$ cat config.mk
export PLATFORM = sky130hd
export DESIGN_NAME = rx_dribble_check
export DESIGN_NICKNAME = d
export VERILOG_FILES = /design/src/rtl/rxchk_pkg.sv /design/src/rtl/rxchk_crc.sv /design/src/rtl/rxchk_sat_cnt.sv /design/src/rtl/rx_dribble_check.sv
export SDC_FILE = /design/constraint.sdc
export NUM_CORES = 1
export LEC_CHECK = 0
export ABC_AREA = 1
export BUFFER_PORTS_ARGS = -buffer_cell sky130_fd_sc_hd__buf_2
export CAP_MARGIN = 20
export CORE_MARGIN = 1
export CORE_UTILIZATION = 59
export DETAILED_ROUTE_END_ITERATION = 8
export HOLD_SLACK_MARGIN = 0.05
export MAX_ROUTING_LAYER = met4
export PLACE_DENSITY_LB_ADDON = 0.05
export SYNTH_ARGS = -nofsm -noshare
export SYNTH_HDL_FRONTEND = slang
export SYNTH_HIERARCHICAL = 1
export SYNTH_SLANG_ARGS = --single-unit
$ cat constraint.sdc
create_clock -name clk -period 2.8 [get_ports clk]
set_input_delay 0.14 -clock clk [delete_from_list [all_inputs] [get_ports clk]]
set_output_delay 0.14 -clock clk [all_outputs]
set_load 0.005 [all_outputs]
$ cat src/rtl/rxchk_pkg.sv
package rxchk_pkg;

    typedef enum logic [1:0] {
        ST_IDLE,
        ST_PREAMBLE,
        ST_DATA,
        ST_DISCARD
    } rx_state_e;

    localparam logic [31:0] CRC_POLY    = 32'h04C1_1DB7;
    localparam logic [31:0] CRC_PRESET  = 32'hFFFF_FFFF;
    localparam logic [31:0] CRC_RESIDUE = 32'hC704_DD7B;

    // One serial step of the MSB-first CRC shift register.
    function automatic logic [31:0] crc_step(input logic [31:0] c, input logic b);
        logic fb;
        fb = c[31] ^ b;
        return {c[30:0], 1'b0} ^ (fb ? CRC_POLY : 32'h0);
    endfunction

endpackage

$ cat src/rtl/rxchk_crc.sv
module rxchk_crc
    import rxchk_pkg::*;
(
    input  logic        clk,
    input  logic        rst_n,
    input  logic        clear,
    input  logic        bit_en,
    input  logic        bit_in,
    input  logic        byte_end,
    output logic [31:0] crc_saved
);
    logic [31:0] crc_run;
    logic [31:0] crc_nx;

    assign crc_nx = crc_step(crc_run, bit_in);

    // Running register advances on every bit; the copy used for checking
    // is captured only when the eighth bit of a byte arrives.
    always_ff @(posedge clk) begin
        if (!rst_n || clear) begin
            crc_run   <= CRC_PRESET;
            crc_saved <= CRC_PRESET;
        end else if (bit_en) begin
            crc_run <= crc_nx;
            if (byte_end) begin
                crc_saved <= crc_nx;
            end
        end
    end

endmodule

$ cat src/rtl/rxchk_sat_cnt.sv
module rxchk_sat_cnt #(
    parameter int W = 8
) (
    input  logic         clk,
    input  logic         rst_n,
    input  logic         inc,
    output logic [W-1:0] q
);
    always_ff @(posedge clk) begin
        if (!rst_n) begin
            q <= '0;
        end else if (inc && (q != {W{1'b1}})) begin
            q <= q + 1'b1;
        end
    end

endmodule

$ cat src/rtl/rx_dribble_check.sv
module rx_dribble_check
    import rxchk_pkg::*;
#(
    parameter int MIN_FRAME_BYTES = 64,
    parameter int CNT_W           = 8,
    parameter int SKIP_BITS       = 8
) (
    input  logic             clk,
    input  logic             rst_n,
    input  logic             rx_crs,
    input  logic             rx_col,
    input  logic             rx_bit_en,
    input  logic             rx_bit,
    output logic [7:0]       byte_data,
    output logic             byte_stb,
    output logic             eof_stb,
    output logic             fcs_err,
    output logic             frame_err,
    output logic [2:0]       dribble_cnt,
    output logic [CNT_W-1:0] runt_cnt,
    output logic [CNT_W-1:0] coll_cnt
);
    localparam int LEN_W  = $clog2(MIN_FRAME_BYTES + 1);
    localparam int SKIP_W = $clog2(SKIP_BITS + 1);
    localparam logic [LEN_W-1:0]  LEN_MAX  = LEN_W'(MIN_FRAME_BYTES);
    localparam logic [SKIP_W-1:0] SKIP_END = SKIP_W'(SKIP_BITS);

    rx_state_e         state, state_nx;
    logic [SKIP_W-1:0] skip_cnt;
    logic              have_prev;
    logic              prev_bit;
    logic [2:0]        bit_cnt;
    logic [6:0]        shreg;
    logic [LEN_W-1:0]  len_cnt;
    logic              col_seen;
    logic [31:0]       crc_saved;
    logic              skip_done;
    logic              data_bit;
    logic              frame_end;
    logic              check_bad;
    logic              runt_inc;
    logic              coll_inc;

    assign skip_done = (skip_cnt == SKIP_END);
    assign data_bit  = (state == ST_DATA) && rx_crs && rx_bit_en;
    assign frame_end = (state == ST_DATA) && !rx_crs;
    assign check_bad = (crc_saved != CRC_RESIDUE);
    assign runt_inc  = frame_end && (len_cnt < LEN_MAX);
    assign coll_inc  = (state != ST_IDLE) && !rx_crs && (col_seen || rx_col);

    // Next-state logic
    always_comb begin
        state_nx = state;
        unique case (state)
            ST_IDLE: begin
                if (rx_crs) state_nx = ST_PREAMBLE;
            end
            ST_PREAMBLE: begin
                if (!rx_crs) begin
                    state_nx = ST_IDLE;
                end else if (rx_bit_en && skip_done && have_prev) begin
                    if (!prev_bit && !rx_bit)     state_nx = ST_DISCARD;
                    else if (prev_bit && rx_bit)  state_nx = ST_DATA;
                end
            end
            ST_DATA: begin
                if (!rx_crs) state_nx = ST_IDLE;
            end
            ST_DISCARD: begin
                if (!rx_crs) state_nx = ST_IDLE;
            end
            default: state_nx = ST_IDLE;
        endcase
    end

    // State register
    always_ff @(posedge clk) begin
        if (!rst_n) state <= ST_IDLE;
        else        state <= state_nx;
    end

    // Outputs and datapath
    always_ff @(posedge clk) begin
        if (!rst_n) begin
            skip_cnt    <= '0;
            have_prev   <= 1'b0;
            prev_bit    <= 1'b0;
            bit_cnt     <= '0;
            shreg       <= '0;
            len_cnt     <= '0;
            col_seen    <= 1'b0;
            byte_data   <= '0;
            byte_stb    <= 1'b0;
            eof_stb     <= 1'b0;
            fcs_err     <= 1'b0;
            frame_err   <= 1'b0;
            dribble_cnt <= '0;
        end else begin
            byte_stb <= 1'b0;
            eof_stb  <= 1'b0;
            unique case (state)
                ST_IDLE: begin
                    skip_cnt  <= '0;
                    have_prev <= 1'b0;
                    bit_cnt   <= '0;
                    len_cnt   <= '0;
                    col_seen  <= rx_crs && rx_col;
                end
                ST_PREAMBLE: begin
                    col_seen <= col_seen || rx_col;
                    if (rx_bit_en) begin
                        if (!skip_done) begin
                            skip_cnt <= skip_cnt + 1'b1;
                        end else begin
                            have_prev <= 1'b1;
                            prev_bit  <= rx_bit;
                        end
                    end
                end
                ST_DATA: begin
                    col_seen <= col_seen || rx_col;
                    if (!rx_crs) begin
                        eof_stb     <= 1'b1;
                        dribble_cnt <= bit_cnt;
                        fcs_err     <= check_bad;
                        frame_err   <= (bit_cnt != 3'd0) && check_bad;
                    end else if (rx_bit_en) begin
                        shreg   <= {rx_bit, shreg[6:1]};
                        bit_cnt <= bit_cnt + 1'b1;
                        if (bit_cnt == 3'd7) begin
                            byte_stb  <= 1'b1;
                            byte_data <= {rx_bit, shreg};
                            if (len_cnt != LEN_MAX) len_cnt <= len_cnt + 1'b1;
                        end
                    end
                end
                ST_DISCARD: begin
                    col_seen <= col_seen || rx_col;
                end
                default: ;
            endcase
        end
    end

    rxchk_crc u_crc (
        .clk       (clk),
        .rst_n     (rst_n),
        .clear     (state != ST_DATA),
        .bit_en    (data_bit),
        .bit_in    (rx_bit),
        .byte_end  (bit_cnt == 3'd7),
        .crc_saved (crc_saved)
    );

    rxchk_sat_cnt #(.W(CNT_W)) u_runt (
        .clk   (clk),
        .rst_n (rst_n),
        .inc   (runt_inc),
        .q     (runt_cnt)
    );

    rxchk_sat_cnt #(.W(CNT_W)) u_coll (
        .clk   (clk),
        .rst_n (rst_n),
        .inc   (coll_inc),
        .q     (coll_cnt)
    );

endmodule

==> metrics.md <==
| Metric | Value |
|---|---|
| Chip Height | 97.4 um |
| Input/output buffers | 36 |
| Ys async rst share | 0% |
| Lkg Pwr | between 2 and 3 nW |
| Vias per inst | 5.38 |
| CTS H-tree lvls | 4 |
| Pre-CTS setup slack | 0.862 ns |
| Most frequent cells in the layout | nand2_1 (193), dfxtp_1 (121), nand3_1 (109) |
| Hold Path Cell Cnt | 2 |
| Most common cell after layout, fill and taps aside | nand2_1 |
| Top Ports | 37 |
| Cells on worst reg2reg path | 6 |
| Die width | between 90 and 100 um |
| #FFs+latches synth | 121 |
| CTS Buf Count | 17 |
| CTS sink cnt | roughly 120 |
| Max Fclk | between 500 and 600 MHz |
| Gr ovfl total | 0 |
| First-pass GRT wire length | 19700 um |
| Logic pwr share | 2.0% |
| YS warnings | 6 |
| Core area | just under 9000 um^2 |
| Vias post-DR | 4786 |
| Max-slew violation count | 0 |
| GRT Util Overall | between 20% and 30% |
| Clock Power Share | 53.3% |
| Post-route insts no fill | 890 |
| Drt initial violations | 256 |
| Initial core utilization | 61.3% |
| Min cycle time layout | between 1.5 and 2 ns |
| Status | complete, no violations |
| Synth Cell Area | roughly 5400 um^2 |
| Root Driver | clkbuf_8 |
| Die area | between 9000 and 10000 um^2 |
| Routed wire length | 11500 um |
| Setup crit end kind | flip-flop |
| Syn Inst Count | 737 |
| # fillers | roughly 740 |
| GPL Wtd Cong | roughly 0.79 |
| # nets final | 785 |
| Number of synthesized flops with an enable pin | 0 |
| Switching power | 0.793 mW |
| Seq pwr share | 44.7% |
| P&R area growth vs syn | 13.9% |
| RSZ-0062 raised after global routing | no |
| Switching share of total power | 20.5% |
| Syn Nets | between 700 and 800 |
| Min-delay worst type | flip-flop to flip-flop |
| Core Util, Final | 69.9% |
| Initial antenna violation count | 0 |
| Site Rows | 34 |
| Final Hold Viols | 0 |
| Worst EP required | roughly 3.2 ns |
| Final antenna-violating net count | 0 |
| Worst EP arrival | 2.39 ns |
| Clock buffer depth | 2 |
| Largest net degree at the start of global routing | 34 |
| DR WL/cell | 12.9 um |
| Register area share after synthesis | 45.1% |
| Worst Max-Slew Pin Slew | 1.00 ns |
| Setup WS post-layout | 0.824 ns |
| DRC Markers | 0 |
| Kind of critical path | flip-flop to flip-flop |
| Final setup violation count | 0 |
| Clock Latency Late Sink | 0.52 ns |
| Largest driver fanout on the critical path | 31 |
| Share of cells above drive strength 1 | approximately an eighth |
| Fin Clk Skew | 0.00876 ns |
| CP startpoint kind | flip-flop |
| 1st-pass router iterations | 5 |
| Max VDD drop | 0.000352 V |
| Reg clk slew, reported paths | approximately 0.06 ns |
| DP HPWL | ~7000 um |
| Period utilization | 70.6% |
| Main synth FF type | dfxtp_1 |
| Post-synthesis cell type count | 36 |
| CTS tree | done |
| Antenna cell count | 0 |
| Sum of negative setup slack | 0 ns |
| Vias in the first global route | roughly 4400 |
| Placed Cells | around 850 |
| Count of max-cap constraint violations | 0 |
| Avg Cell Area, Syn | 7.29 um^2 |
| Int Pwr | ~3.1 mW |
| Relative slew slack | 33.1% |
| PD cells | 632 nW/um^2 |
==> cells in the mapped netlist (all sizes together), types with 2 or more instances <==
| cell | count | area [um^2] |
|---|---|---|
| a211oi | 2 | 20.0 |
| a21oi | 63 | 315 |
| o21ai | 21 | 105 |
| dfxtp | 121 | 2420 |
| inv | 60 | 228 |
| nand3b | 17 | 128 |
| nor2 | 83 | 348 |
| a21o | 2 | 15.0 |
| clkbuf | 5 | 18.8 |
| nand2 | 200 | 773 |
| ha | 9 | 113 |
| xor2 | 2 | 17.5 |
| nand3 | 114 | 596 |
| buf | 29 | 218 |
==> final timing paths <==
path / slack [ns] / to / startpoint
setup / recovery: 0.82 / u_crc/crc_run[5] / state[0]
hold reg to reg: 0.46 / fcs_err / fcs_err
setup reg to reg: 0.82 / u_crc/crc_run[5] / state[0]
hold / removal: 0.46 / fcs_err / fcs_err
==> power groups by stage <==
stage	clock [mW]	sequential, mW	combinational [mW]
2_1_floorplan	0	1.77	0.0534
3_3_place_gp	0	1.77	0.0667
3_5_place_dp	0	1.77	0.0693
4_1_cts	2.09	1.73	0.0768
5_1_grt	2.18	1.73	0.0860
6_report	2.06	1.73	0.0771
==> sequential cells by signal (all words and copies together) (netlist names), 2 cells and up <==
signal,count
bit_cnt,3
byte_data,8
dribble_cnt,3
len_cnt,7
shreg,7
skip_cnt,4
state,2
u_coll/q,8
u_crc/crc_run,32
u_crc/crc_saved,32
u_runt/q,8
==> final cells by class <==
class	count	area, um^2	area share, %
Clock buffer	23	467	7.62
Clock inverter	8	95.1	1.55
Inverter	61	233	3.80
Multi-Input combinational cell	521	2480	40.6
Sequential cell	121	2420	39.6
Tap cell	108	135	2.21
Timing Repair Buffer	48	285	4.66
==> stage by stage <==
stage                     hold WS [ns]  power [mW]  area, um^2
after global routing             0.481        3.99        6120
after CTS                        0.449        3.90        6120
after detailed placement         0.424        1.84        5500
after floorplan                  0.243        1.82        5370
after global placement           0.408        1.83        5500
final                            0.465        3.87        6120
==> routing by layer <==
metal | track usage, % | share of wire, % | up-vias
met3 | 6.33 | 5.3 | 17
met1 | 33.7 | 46 | 2203
li1 | - | - | 2450
met4 | 9.28 | 1.5 | 0
met2 | 40.9 | 47 | 116
met5 | - | 0 | -
==> kinds of logic (layout without fill, tap and decap cells) <==
logic type	after synthesis	in the layout	synth area share (%)
fa+ha+maj	9	9	2.10
simple gates	419	419	34.9
flops	121	121	45.1
buf+inv	95	140	8.73
compound gates	91	91	8.87
xor+xnor	2	2	0.326
==> critical path, cell delays in order (launching register included) <==
cell and delay (ns):
dfxtp_1 0.33, inv_1 0.15, nand3_2 0.17, nor2_4 0.32, inv_1 0.53, a21oi_1 0.31, nand2_1 0.07
==> what timing repair did <==
| action | 4_1_cts | 5_1_grt |
|---|---|---|
| buffers inserted | 0 | 0 |
| gates resized for setup | 0 | 0 |
| hold endpoints to repair | 11 | 0 |
| hold buffers | 6 | 0 |
Note: power is estimated with default switching activity, not from simulation.
